File: src/rtl/lpm_pkg.sv
package lpm_pkg;

    typedef enum logic [1:0] {
        LPM_RUN       = 2'd0,
        LPM_WAKE_TMR  = 2'd1,
        LPM_FULL_STOP = 2'd2
    } lpm_state_e;

    // clock control field layout: bit0 wake enable, bits2:1 tap select, bit3 cascade
    typedef struct packed {
        logic       cascade;
        logic [1:0] t0_sel;
        logic       wake_en;
    } lpm_ctl_t;

    localparam logic [1:0] SEL_WAKE_TAP = 2'b11;
    localparam int         CTL_W        = 4;
    localparam int         N_TAPS       = 4;

endpackage

File: src/rtl/lpm_prescaler.sv
module lpm_prescaler #(
    parameter int WAKE_DIV_LOG2 = 11
) (
    input  logic       clk_i,
    input  logic       rst_n_i,
    input  logic       run_i,
    input  logic       clr_i,
    input  logic       wake_only_i,
    input  logic [1:0] sel_i,
    output logic       tick_o
);
    import lpm_pkg::*;

    localparam int PS_W = (WAKE_DIV_LOG2 > 5) ? WAKE_DIV_LOG2 : 5;

    logic [PS_W-1:0]   cnt_d, cnt_q;
    logic [N_TAPS-1:0] tap_hit;

    for (genvar i = 0; i < N_TAPS; i++) begin : g_tap
        localparam int TAP_LOG2 = (i == 0) ? 1 :
                                  (i == 1) ? 3 :
                                  (i == 2) ? 5 : WAKE_DIV_LOG2;
        assign tap_hit[i] = &cnt_q[TAP_LOG2-1:0];
    end

    always_comb begin
        cnt_d = cnt_q;
        if (clr_i) begin
            cnt_d = '0;
        end else if (run_i) begin
            cnt_d = cnt_q + 1'b1;
        end
    end

    always_ff @(posedge clk_i or negedge rst_n_i) begin
        if (!rst_n_i) begin
            cnt_q <= '0;
        end else begin
            cnt_q <= cnt_d;
        end
    end

    assign tick_o = run_i && !clr_i && tap_hit[sel_i]
                    && (!wake_only_i || (sel_i == SEL_WAKE_TAP));

endmodule

File: src/rtl/lpm_period_timer.sv
module lpm_period_timer #(
    parameter int TW = 8
) (
    input  logic          clk_i,
    input  logic          rst_n_i,
    input  logic          clr_i,
    input  logic          tick_i,
    input  logic          cascade_i,
    input  logic [TW-1:0] cmp_lo_i,
    input  logic [TW-1:0] cmp_hi_i,
    output logic          match_o
);
    localparam int CW = 2 * TW;

    logic [CW-1:0] cnt_d, cnt_q;
    logic [CW-1:0] cmp_full;

    assign cmp_full = cascade_i ? {cmp_hi_i, cmp_lo_i} : {{TW{1'b0}}, cmp_lo_i};
    assign match_o  = tick_i && !clr_i && (cnt_q == cmp_full);

    always_comb begin
        cnt_d = cnt_q;
        if (clr_i || match_o) begin
            cnt_d = '0;
        end else if (tick_i) begin
            cnt_d = cnt_q + 1'b1;
        end
    end

    always_ff @(posedge clk_i or negedge rst_n_i) begin
        if (!rst_n_i) begin
            cnt_q <= '0;
        end else begin
            cnt_q <= cnt_d;
        end
    end

endmodule

File: src/rtl/lpm_stab_cnt.sv
module lpm_stab_cnt #(
    parameter int STAB_W = 18
) (
    input  logic clk_i,
    input  logic rst_n_i,
    output logic busy_o
);
    logic [STAB_W:0] cnt_d, cnt_q;

    assign busy_o = !cnt_q[STAB_W];

    always_comb begin
        cnt_d = cnt_q;
        if (busy_o) begin
            cnt_d = cnt_q + 1'b1;
        end
    end

    always_ff @(posedge clk_i or negedge rst_n_i) begin
        if (!rst_n_i) begin
            cnt_q <= '0;
        end else begin
            cnt_q <= cnt_d;
        end
    end

endmodule

File: src/rtl/lpm_wake_ctrl.sv
module lpm_wake_ctrl #(
    parameter int TW            = 8,
    parameter int WAKE_DIV_LOG2 = 11,
    parameter int STAB_W        = 18
) (
    input  logic          clk_i,
    input  logic          rst_n_i,
    input  logic          stop_req_i,
    input  logic          ien_i,
    input  logic          ext_irq_i,
    input  logic          ctl_byte_wr_i,
    input  logic          ctl_bit_wr_i,
    input  logic          tdr0_wr_i,
    input  logic          tdr1_wr_i,
    input  logic [TW-1:0] wdata_i,
    output logic          cpu_clk_en_o,
    output logic          osc_en_o,
    output logic          int_rst_o,
    output logic          wake_vec_o,
    output logic          wake_resume_o
);
    import lpm_pkg::*;

    typedef struct packed {
        lpm_state_e    state;
        lpm_ctl_t      ctl;
        logic [TW-1:0] tdr0;
        logic [TW-1:0] tdr1;
        logic          vec;
        logic          resume;
    } lpm_regs_t;

    lpm_regs_t st_d, st_q;

    logic stab_busy;
    logic ps_tick;
    logic tmr_tick;
    logic tmr_match;
    logic sleep_entry;
    logic in_wake;
    logic byte_wr_ok;

    assign in_wake     = (st_q.state == LPM_WAKE_TMR);
    assign sleep_entry = (st_q.state == LPM_RUN) && stop_req_i && !stab_busy;
    assign byte_wr_ok  = ctl_byte_wr_i && !ctl_bit_wr_i;
    assign tmr_tick    = ps_tick && in_wake;

    lpm_stab_cnt #(.STAB_W(STAB_W)) u_stab (
        .clk_i   (clk_i),
        .rst_n_i (rst_n_i),
        .busy_o  (stab_busy)
    );

    lpm_prescaler #(.WAKE_DIV_LOG2(WAKE_DIV_LOG2)) u_ps (
        .clk_i       (clk_i),
        .rst_n_i     (rst_n_i),
        .run_i       (st_q.state != LPM_FULL_STOP),
        .clr_i       (sleep_entry),
        .wake_only_i (in_wake),
        .sel_i       (st_q.ctl.t0_sel),
        .tick_o      (ps_tick)
    );

    lpm_period_timer #(.TW(TW)) u_tmr (
        .clk_i     (clk_i),
        .rst_n_i   (rst_n_i),
        .clr_i     (sleep_entry),
        .tick_i    (tmr_tick),
        .cascade_i (st_q.ctl.cascade),
        .cmp_lo_i  (st_q.tdr0),
        .cmp_hi_i  (st_q.tdr1),
        .match_o   (tmr_match)
    );

    always_comb begin
        st_d        = st_q;
        st_d.vec    = 1'b0;
        st_d.resume = 1'b0;

        if (byte_wr_ok) begin
            st_d.ctl = lpm_ctl_t'(wdata_i[CTL_W-1:0]);
        end
        if (tdr0_wr_i) begin
            st_d.tdr0 = wdata_i;
        end
        if (tdr1_wr_i) begin
            st_d.tdr1 = wdata_i;
        end

        unique case (st_q.state)
            LPM_RUN: begin
                if (sleep_entry) begin
                    st_d.state = st_q.ctl.wake_en ? LPM_WAKE_TMR : LPM_FULL_STOP;
                end
            end
            LPM_WAKE_TMR: begin
                if (ext_irq_i || tmr_match) begin
                    st_d.state  = LPM_RUN;
                    st_d.vec    = ien_i;
                    st_d.resume = !ien_i;
                end
            end
            LPM_FULL_STOP: begin
                st_d.state = LPM_FULL_STOP;
            end
            default: begin
                st_d.state = LPM_RUN;
            end
        endcase
    end

    always_ff @(posedge clk_i or negedge rst_n_i) begin
        if (!rst_n_i) begin
            st_q <= '{state: LPM_RUN, ctl: '0, tdr0: '0, tdr1: '0,
                      vec: 1'b0, resume: 1'b0};
        end else begin
            st_q <= st_d;
        end
    end

    assign cpu_clk_en_o  = (st_q.state == LPM_RUN) && !stab_busy;
    assign osc_en_o      = (st_q.state != LPM_FULL_STOP);
    assign int_rst_o     = stab_busy;
    assign wake_vec_o    = st_q.vec;
    assign wake_resume_o = st_q.resume;

endmodule

File: config.mk
export PLATFORM = sky130hd
export DESIGN_NAME = lpm_wake_ctrl
export DESIGN_NICKNAME = d
export VERILOG_FILES = /design/src/rtl/lpm_pkg.sv /design/src/rtl/lpm_prescaler.sv /design/src/rtl/lpm_period_timer.sv /design/src/rtl/lpm_stab_cnt.sv /design/src/rtl/lpm_wake_ctrl.sv
export SDC_FILE = /design/constraint.sdc
export NUM_CORES = 1
export LEC_CHECK = 0
export ABC_AREA = 1
export BUFFER_PORTS_ARGS = -buffer_cell sky130_fd_sc_hd__buf_4
export CORE_UTILIZATION = 60
export DETAILED_ROUTE_END_ITERATION = 7
export GPL_TIMING_DRIVEN = 0
export HOLD_SLACK_MARGIN = 0.03
export PLACE_DENSITY = 0.84
export SETUP_SLACK_MARGIN = 0.15
export SYNTH_ARGS = -nofsm -noshare
export SYNTH_HDL_FRONTEND = slang
export SYNTH_SLANG_ARGS = --single-unit
File: constraint.sdc
create_clock -name clk_i -period 3.25 [get_ports clk_i]
set_input_delay 0.325 -clock clk_i [delete_from_list [all_inputs] [get_ports clk_i]]
set_output_delay 0.325 -clock clk_i [all_outputs]
set_load 0.1 [all_outputs]
==> Word-level counts from Yosys, hierarchy flattened <==
Cells that the tools add are included.
W data, S select, Z words.
{ "word_totals": {"reg_bits": 70, "word_cells": 62} }
{ "op_classes": {"add_sub_neg": 3, "order_cmp": 1, "n_eq_ne": 7, "mux": 14, "n_reduce_logical": 25} }
{ "op_table": {"columns": ["op", "n"], "rows": [
  ["$mux W16", 3],
  ["$mux W11", 2],
  ["$add A19 B1 Y19 const B", 1],
  ["$mux W19", 1],
  ["$add A16 B1 Y16 const B", 1],
  ["$eq A16 B16 Y1", 1],
  ["$add A11 B1 Y11 const B", 1],
  ["$reduce_and A11 Y1", 1],
  ["$logic_and A1 B1 Y1", 10],
  ["$mux W2", 5],
  ["$pmux W2 S3", 1],
  ["$logic_not A1 Y1", 5],
  ["$reduce_and A5 Y1", 1],
  ["$eq A2 B2 Y1 const B", 2],
  ["$ne A2 B1 Y1 const B", 2],
  ["$reduce_bool A2 Y1", 2],
  ["$logic_or A1 B1 Y1", 3],
  ["$lt A2 B3 Y1 const B", 1],
  ["$reduce_and A3 Y1", 1],
  ["$bmux W1 S2", 1],
  ["$eq A2 B1 Y1 const B", 1],
  ["$logic_not A2 Y1", 1],
  ["$ne A2 B2 Y1 const B", 1],
  ["$reduce_and A2 Y1", 1],
  ["$mux W1", 1]
]} }

==> Longest topological paths before layout <==
Gate-level depths: netlist (run 1).
{ "depth": {"word_depth": 13, "depth_mapped": 12} }

==> Modules after synthesis <==
Synthesis (run 1) repeated with hierarchy kept, for this count alone.
{ "hier_totals": {"hier_cells": 544, "area_unflattened_um2": 4091.4} }
{ "by_module_without_submodules": {"columns": ["mod", "n_inst", "cells_each", "area_per_inst_um2", "seq_area_each_um2"], "rows": [
  ["lpm_period_timer", 1, 224, 1430.1, 400.4],
  ["lpm_stab_cnt", 1, 126, 1027.2, 475.5],
  ["lpm_wake_ctrl", 1, 104, 952.2, 600.6],
  ["lpm_prescaler", 1, 90, 681.9, 275.3]
]} }

==> Worst setup path after synthesis (run 1) <==
Ideal clock, no wire load.
{ "synth_path": {"kind": "register to register", "from": "register u_stab.cnt_q[18]", "to": "register u_tmr.cnt_q[12]", "setup_time_ps": 119, "arrival_time_ps": 2728, "required_ps": 3131, "path_slack_ps": 403, "stages_incl_launch_ff": 7, "synth_period_minus_slack_ps": 2847, "cell_sequence": "dfrtp_1 -> inv_2 -> nor3_2 -> nand2_1 -> clkbuf_1 -> nand4_1 -> nand2_1"} }
{ "synth_between": {"elab_chain_len": 10} }
{ "synth_rtl": {"columns": ["element", "line_no", "text"], "rows": [
  ["start, declared", "lpm_stab_cnt.sv:8", "logic [STAB_W:0] cnt_d, cnt_q;"],
  ["start signal, assigned", "lpm_stab_cnt.sv:23", "cnt_q <= cnt_d;"],
  ["$logic_and A1 B1 Y1 (*)", "lpm_wake_ctrl.sv:44", "assign sleep_entry = (st_q.state == LPM_RUN) && stop_req_i && !stab_busy;"],
  ["$logic_not A1 Y1", "lpm_prescaler.sv:43, lpm_period_timer.sv:19", null],
  ["$logic_and A1 B1 Y1 (2 in series)", "lpm_prescaler.sv:43", "assign tick_o = run_i && !clr_i && tap_hit[sel_i]"],
  ["$logic_and A1 B1 Y1", "lpm_prescaler.sv:44", "&& (!wake_only_i || (sel_i == SEL_WAKE_TAP));"],
  ["$logic_and A1 B1 Y1", "lpm_wake_ctrl.sv:46", "assign tmr_tick = ps_tick && in_wake;"],
  ["$logic_and A1 B1 Y1 (2 in series)", "lpm_period_timer.sv:19", "assign match_o = tick_i && !clr_i && (cnt_q == cmp_full);"],
  ["$logic_or A1 B1 Y1", "lpm_period_timer.sv:23", "if (clr_i || match_o) begin"],
  ["$mux W16 / $reduce_bool A2 Y1 (equally long branches)", null, null],
  ["end signal, assigned", "lpm_period_timer.sv:34", "cnt_q <= cnt_d;"],
  ["end, declared", "lpm_period_timer.sv:15", "logic [CW-1:0] cnt_d, cnt_q;"]
]} }
Mark *: on every way between the ends. The rest lies on a longest branch, timed or not.
A chain may end at the register's enable or synchronous reset.

==> Final worst setup path (run 1) <==
{ "layout_path": {"from": "register u_ps.cnt_q[1]", "to": "register u_tmr.cnt_q[15]"} }
{ "layout_between": {"elab_chain_len": 10} }
{ "layout_rtl": {"columns": ["element", "line_no", "text"], "rows": [
  ["start, declared", "lpm_prescaler.sv:16", "logic [PS_W-1:0] cnt_d, cnt_q;"],
  ["start signal, assigned", "lpm_prescaler.sv:39", "cnt_q <= cnt_d;"],
  ["$reduce_and A11 Y1, or another cell as far along", "lpm_prescaler.sv:23", "assign tap_hit[i] = &cnt_q[TAP_LOG2-1:0];"],
  ["$bmux W1 S2 (*)", "lpm_prescaler.sv:43", null],
  ["$mux W1 (not written as such) (*)", "lpm_prescaler.sv:43", null],
  ["$logic_and A1 B1 Y1 (*)", "lpm_prescaler.sv:43", null],
  ["$logic_and A1 B1 Y1 (*)", "lpm_prescaler.sv:44", null],
  ["$logic_and A1 B1 Y1 (*)", "lpm_wake_ctrl.sv:46", null],
  ["$logic_and A1 B1 Y1 (2 in series)", "lpm_period_timer.sv:19", null],
  ["$logic_or A1 B1 Y1", "lpm_period_timer.sv:23", null],
  ["$mux W16 / $reduce_bool A2 Y1 (equally long branches)", null, null]
]} }
Mark *: on every way between the ends. The rest lies on a longest branch, timed or not. The select of a mux whose other input is x is not followed.

==> results.txt, run 1 <==
Drt wl/cell: 14.1 um
1st-iter DRT viols: 269
Total track usage: 27.7%
Initial core utilization: 63.3%
DR DRC count: 0
Wire length on met3: 340 um
Post-CTS Hold Buffers: 0
Crit. Startpoint: u_ps.cnt_q[1]
Clk sinks: 70
Max_slew headroom: 43.2%
Synth top area share: 45.9%
DR pass1 iterations: 5
Area contributors post-synth: dfrtp_1 46%, nand2_1 13%, nand4_1 5.6%
Minimum clock period: 1.77 ns
Layout cell share with drive strength beyond 1: 16.2%
Antenna violations before repair: 0
Resize count post-CTS: 0
Row cnt: 28
Via count: 3169
FMAX: 0.565 GHz
Post-layout net count: 517
Max-cap violations: 0
Layout Skew: 0.00714 ns
Crit end category: register
Fin area: 4320 um^2
Max Used Layer: met4
Vias per inst: 5.51
Mapped Nets: 486
Grt ovf: 0
Yosys top cell by area: dfrtp_1
DPL Wire Length: 5630 um
R2r setup slk: 1.48 ns
CTS clock-pin slew for the worst setup and hold paths: 0.07 ns
TritonCTS Buffers: 9
Post-place setup slack: 1.49 ns
Status: finished clean
H-Tree Depth: 3
FF-to-FF End: u_tmr.cnt_q[15]
Fin crit share: 54.5%
Worst VDD drop: 0.000329 V
I/O pin count: 22
Worst-Skew Late Latency: 0.34 ns
Avg Cell Area, Syn: 8.22 um^2
Kind of critical path: reg -> reg
Final ANT Viol Nets: 0
Placed cell area: 4060 um^2
Routed WL: 8100 um
Max Slew Vio Count: 0
Synth Instances: 464
IO buf count: 20
Chip Height: 81.8 um
Final hold violation count: 0
Synth warnings: 0
Clock tree buffer depth: 2
Synth cell types: 31
Core area: 6030 um^2
Worst-path fanout max: 10
Worst Setup Slack, final: 1.48 ns
Required @ worst endpoint: 3.48 ns
CP startpoint kind: register
Setup TNS: 0 ns
Static leakage: 0.00222 uW
Die area: 6680 um^2
Share of synthesized registers carrying an async set or reset: 100%
Slew @ Worst Pin: 0.852 ns
Syn-to-layout area delta: 13.1%
Hold Crit Class: in -> async
Ys flop type: dfrtp_1
CP Data Arrival Time: 2.00 ns
Clock root cell: clkbuf_8
Largest net degree at the start of global routing: 71
Inserted Diodes: 0
Final setup viols: 0
Metal-1 WL: 3460 um
Post-CTS setup buffers: 0
Width of the die: 81.8 um
PwrDens: 444 nW/um^2
WL met2: 4110 um
Post-synth EDFFs: 0
R2R depth: 11
Sequential share of the synthesized area: 45.9%
Reg2reg start: u_ps.cnt_q[1]
First-pass GRT wire length: 13900 um
Vias in the first global route: 3076
Flop and latch count out of synthesis: 70
CTS tree: yes
GP Congestion: 0.943
RSZ-0062 raised after global routing: false
Mapped Area: 3820 um^2
## cells by family (layout without fill, tap and decap cells)
group / after synthesis / count (layout) / synth area share, %
compound gates: 25 / 25 / 3.41
xor+xnor: 27 / 27 / 6.20
fa+ha+maj: 5 / 5 / 1.64
buf+inv: 70 / 106 / 7.61
flops: 70 / 70 / 45.9
mux: 13 / 13 / 3.84
simple gates: 254 / 254 / 31.4
## registers in the layout, indices dropped and copies added, names as in the netlist
signal,cells
st_q,22
u_stab.cnt_q,19
u_tmr.cnt_q,16
u_ps.cnt_q,11
wake_resume_o,1
wake_vec_o,1
## routing by layer
layer	vias up	global-route usage, %
li1	1548	-
met1	1514	34.9
met2	84	46.9
met3	23	3.89
met4	0	12.8
met5	-	0
## stage by stage
stage / hold WS (ns) / total power, uW / instances / utilization [%]
after floorplan: 0.0294 / 998 / 464 / -
after global placement: 0.458 / 1040 / 559 / 67.4
after CTS: 0.108 / 1930 / 575 / 71.6
after detailed placement: 0.466 / 1050 / 559 / 67.4
after global routing: 0.151 / 1980 / 575 / 71.6
final: 0.0797 / 1920 / 575 / 71.6
## synthesized netlist by cell type (all sizes together) (5+ instances only)
cell type and instances:
mux2 13, a21oi 8, nor2 45, ha 5, nor3 10, o21ai 15
nand2 140, nand4 35, nand3 23, xnor2 9, inv 59, dfrtp 70
buf 7, xor2 18
## layout make-up
| class | instances | area [um^2] |
|---|---|---|
| buffer | 10 | 65.1 |
| clock buffer | 11 | 151 |
| clock inverter | 5 | 105 |
| fill | 438 | 1710 |
| inverter | 60 | 225 |
| multi-input combinational | 324 | 1770 |
| sequential | 70 | 1750 |
| tap | 75 | 93.8 |
| timing repair buffer | 20 | 150 |
## cell usage in the layout, fill, tap and decap left out, drive strengths merged
cell type,synthesis,layout
xnor2,9,9
nor2,45,45
nor3,10,10
clkbuf,3,14
xor2,18,18
mux2,13,13
inv,59,59
clkinvlp,0,2
nand4,35,35
a211oi,1,1
ha,5,5
nand3,23,23
nor4,1,1
a21oi,8,8
o21ai,15,15
nand2,140,140
a21o,1,1
clkinv,1,1
buf,7,27
dfrtp,70,70
bufinv,0,3
## power breakdown
part / leakage, uW / internal, uW / total, uW / switching (uW)
Sequential: 0.000880 / 897 / 918 / 20.9
Combinational: 0.00122 / 50.9 / 121 / 70.3
Clock: 0.000122 / 551 / 877 / 325
## how the worst max path moves through the flow
stage,endpoint,slack [ns],depth (start not counted)
2_1_floorplan,u_tmr.cnt_q[12],0.40,6
3_3_place_gp,u_tmr.cnt_q[14],1.55,11
3_5_place_dp,u_tmr.cnt_q[6],1.49,11
4_1_cts,u_tmr.cnt_q[15],1.46,11
5_1_grt,u_stab.cnt_q[16],1.29,8
6_report,u_tmr.cnt_q[15],1.48,11
## critical path, stage by stage (launching register included)
cell and delay (ns):
dfrtp_1 0.37, ha_1 0.19, nand2_2 0.09, nor2_4 0.12
nand3_4 0.13, nor2_8 0.17, nand2_2 0.07, inv_2 0.06
nand3_4 0.12, buf_6 0.18, nand4_1 0.09, nand2_1 0.06
Note: power is estimated with default switching activity, not from simulation.
==> run 2, diff against run 1 <==
--- a/config.mk
+++ b/config.mk
@@ -7,11 +7,11 @@
 export LEC_CHECK = 0
 export ABC_AREA = 1
 export BUFFER_PORTS_ARGS = -buffer_cell sky130_fd_sc_hd__buf_4
-export CORE_UTILIZATION = 60
+export CORE_UTILIZATION = 55
 export DETAILED_ROUTE_END_ITERATION = 7
 export GPL_TIMING_DRIVEN = 0
 export HOLD_SLACK_MARGIN = 0.03
-export PLACE_DENSITY = 0.84
+export PLACE_DENSITY = 0.81
 export SETUP_SLACK_MARGIN = 0.15
 export SYNTH_ARGS = -nofsm -noshare
 export SYNTH_HDL_FRONTEND = slang
==> constraint.sdc (replaced) <==
create_clock -name clk_i -period 1.6 [get_ports clk_i]
set_input_delay 0.16 -clock clk_i [delete_from_list [all_inputs] [get_ports clk_i]]
set_output_delay 0.16 -clock clk_i [all_outputs]
set_load 0.1 [all_outputs]
==> run 2 against run 1 <==
- the run now ends with setup timing left
- first-iteration DRC count is 7.8% higher
- non-clock buffer count is 41 higher
- clock skew is 0.0074 ns higher
- utilization is 3.8 points higher
- sequential share of layout area is 4.9 points lower
- wire length is 26% higher
- worst setup slack worse by 1.6 ns
- combinational power is 140% higher
==> results.txt, run 2 (synthesized netlist as in run 1, its figures left out) <==
CP Data Arrival Time: 1.93 ns
Failing checks: setup timing
Commonest cells after routing, fill and taps aside: 124 x nand2_1, 64 x dfrtp_1, 53 x inv_1
Minimum clock period: 1.69 ns
Footprint of the multi-input gates: 2050 um^2
Grt ovf: 0
Post-place setup slack: -0.157 ns
Vias per inst: 5.70
Clock tree buffer depth: 2
Max Slew Vio Count: 0
Final setup viols: 13
Required @ worst endpoint: 1.84 ns
Slew @ Worst Pin: 0.881 ns
Hold Crit Class: in -> reg
Row cnt: 29
Net Sw Power: 896 uW
Worst VDD drop: 0.00117 V
IO buf count: 20
Biggest regs: st_q (22), u_stab.cnt_q (19), u_tmr.cnt_q (16)
Chip Height: 85.3 um
Placed insts: 561
Core area: 6530 um^2
Comb pwr share: 8.0%
Clock Power Share: 40.2%
Initial core utilization: 58.4%
Vias in the first global route: 3311
1st-iter DRT viols: 290
Routed WL: 10200 um
Post-layout net count: 559
Kind of critical path: reg -> reg
Worst-Skew Late Latency: 0.36 ns
Commonest non-fill, non-tap cell in the layout: nand2_1
CTS tree: yes
Die area: 7280 um^2
Power Internal: 2700 uW
TritonCTS Buffers: 9
Final hold violation count: 0
Max-cap violations: 0
I/O pin count: 22
Layout Skew: 0.0145 ns
H-Tree Depth: 3
Syn-to-layout area delta: 29.1%
Width of the die: 85.3 um
Drt wl/cell: 16.5 um
Worst Setup Slack, final: -0.0937 ns
RSZ-0062 raised after global routing: true
# fillers: 390
PwrDens: 731 nW/um^2
CTS clock-pin slew for the worst setup and hold paths: 0.07 ns
FMAX: 0.590 GHz
Inserted Diodes: 0
Net Sw Frac: 24.9%
Power share of the sequential group: 51.7%
Crit end category: register
DR pass1 iterations: 5
Static leakage: 0.00248 uW
Worst-path fanout max: 5
Fin crit share: 106%
Final ANT Viol Nets: 0
DR DRC count: 0
GP Congestion: 0.903
Antenna violations before repair: 0
Sequential cell area: 1760 um^2
Via count: 3526
Total track usage: 26.5%
Layout cell share with drive strength beyond 1: 29.2%
Clk sinks: 70
Status: finished with violations
Clock root cell: clkbuf_8
CP startpoint kind: register
Largest register by flop count: st_q
Non-filler cells, final: 619
Worst hold margin: 0.0361 ns
First-pass GRT wire length: 15000 um
Max FFs per register: 22
DPL Wire Length: 5530 um
Max_slew headroom: 41.2%
Largest net degree at the start of global routing: 71
run 2: worst max-delay path: stages, from the launching register on:
cell	delay, ns
dfrtp_2	0.44
buf_6	0.14
nand2_1	0.08
o21ai_0	0.11
inv_1	0.11
nand2_1	0.09
nor2_4	0.16
nand3_4	0.14
buf_6	0.16
nand4_1	0.07
nand2_1	0.06
run 2: cell type report:
type / instances / share of cell area [%]
clock inverter: 4 / 0.965
sequential: 70 / 35.7
multi-input combinational: 325 / 41.6
tap: 77 / 1.96
clock buffer: 12 / 2.95
inverter: 60 / 4.88
buffer: 10 / 1.50
timing repair buffer: 61 / 10.5
run 2: stage by stage:
step	TNS (ns)	total power (uW)	utilization (%)	instance area [um^2]
2_1_floorplan	-12.08	2030	-	3850
4_1_cts	-0.808	3570	70.6	4610
3_3_place_gp	-1.66	2130	62.8	4100
5_1_grt	-2.66	3730	75.4	4930
3_5_place_dp	-2.28	2130	62.8	4100
6_report	-0.936	3600	75.4	4930
run 2: per-layer routing:
metal / up-vias / track usage, % / routed length [um]
li1: 1644 / - / -
met1: 1663 / 32.7 / 4080
met2: 181 / 45.4 / 5100
met3: 38 / 4.28 / 688
met4: 0 / 13.0 / 357
met5: - / 0 / 0
run 2: timing repair:
| item | CTS | global route |
|---|---|---|
| endpoints found under the setup margin | 29 | 33 |
| setup buffers | 19 | 15 |
| gates cloned | 3 | 1 |
| gates resized for setup | 31 | 49 |
| pin swaps | 15 | 24 |
| hold endpoints to repair | 73 | 0 |
| hold buffers | 4 | 0 |
run 2: worst paths after layout:
kind	startpoint	end	slack [ns]	cells past startpoint
min in group asynchronous	rst_n_i	u_ps.cnt_q[7]	0.48	2
worst max-delay path	st_q[21]	u_tmr.cnt_q[10]	-0.09	10
worst max register to register	st_q[21]	u_tmr.cnt_q[10]	-0.09	10
worst min register to register	u_stab.cnt_q[17]	u_stab.cnt_q[17]	0.50	2
worst min-delay path	wdata_i[3]	st_q[13]	0.04	3
max in group asynchronous	rst_n_i	st_q[21]	0.49	2
run 2: power by group through the flow:
| stage | sequential [uW] | combinational [uW] | clock (uW) |
|---|---|---|---|
| floorplan | 1880 | 146 | 0 |
| global placement | 1890 | 234 | 0 |
| detailed placement | 1890 | 241 | 0 |
| CTS | 1860 | 264 | 1450 |
| global route | 1870 | 323 | 1540 |
| finish | 1860 | 289 | 1450 |
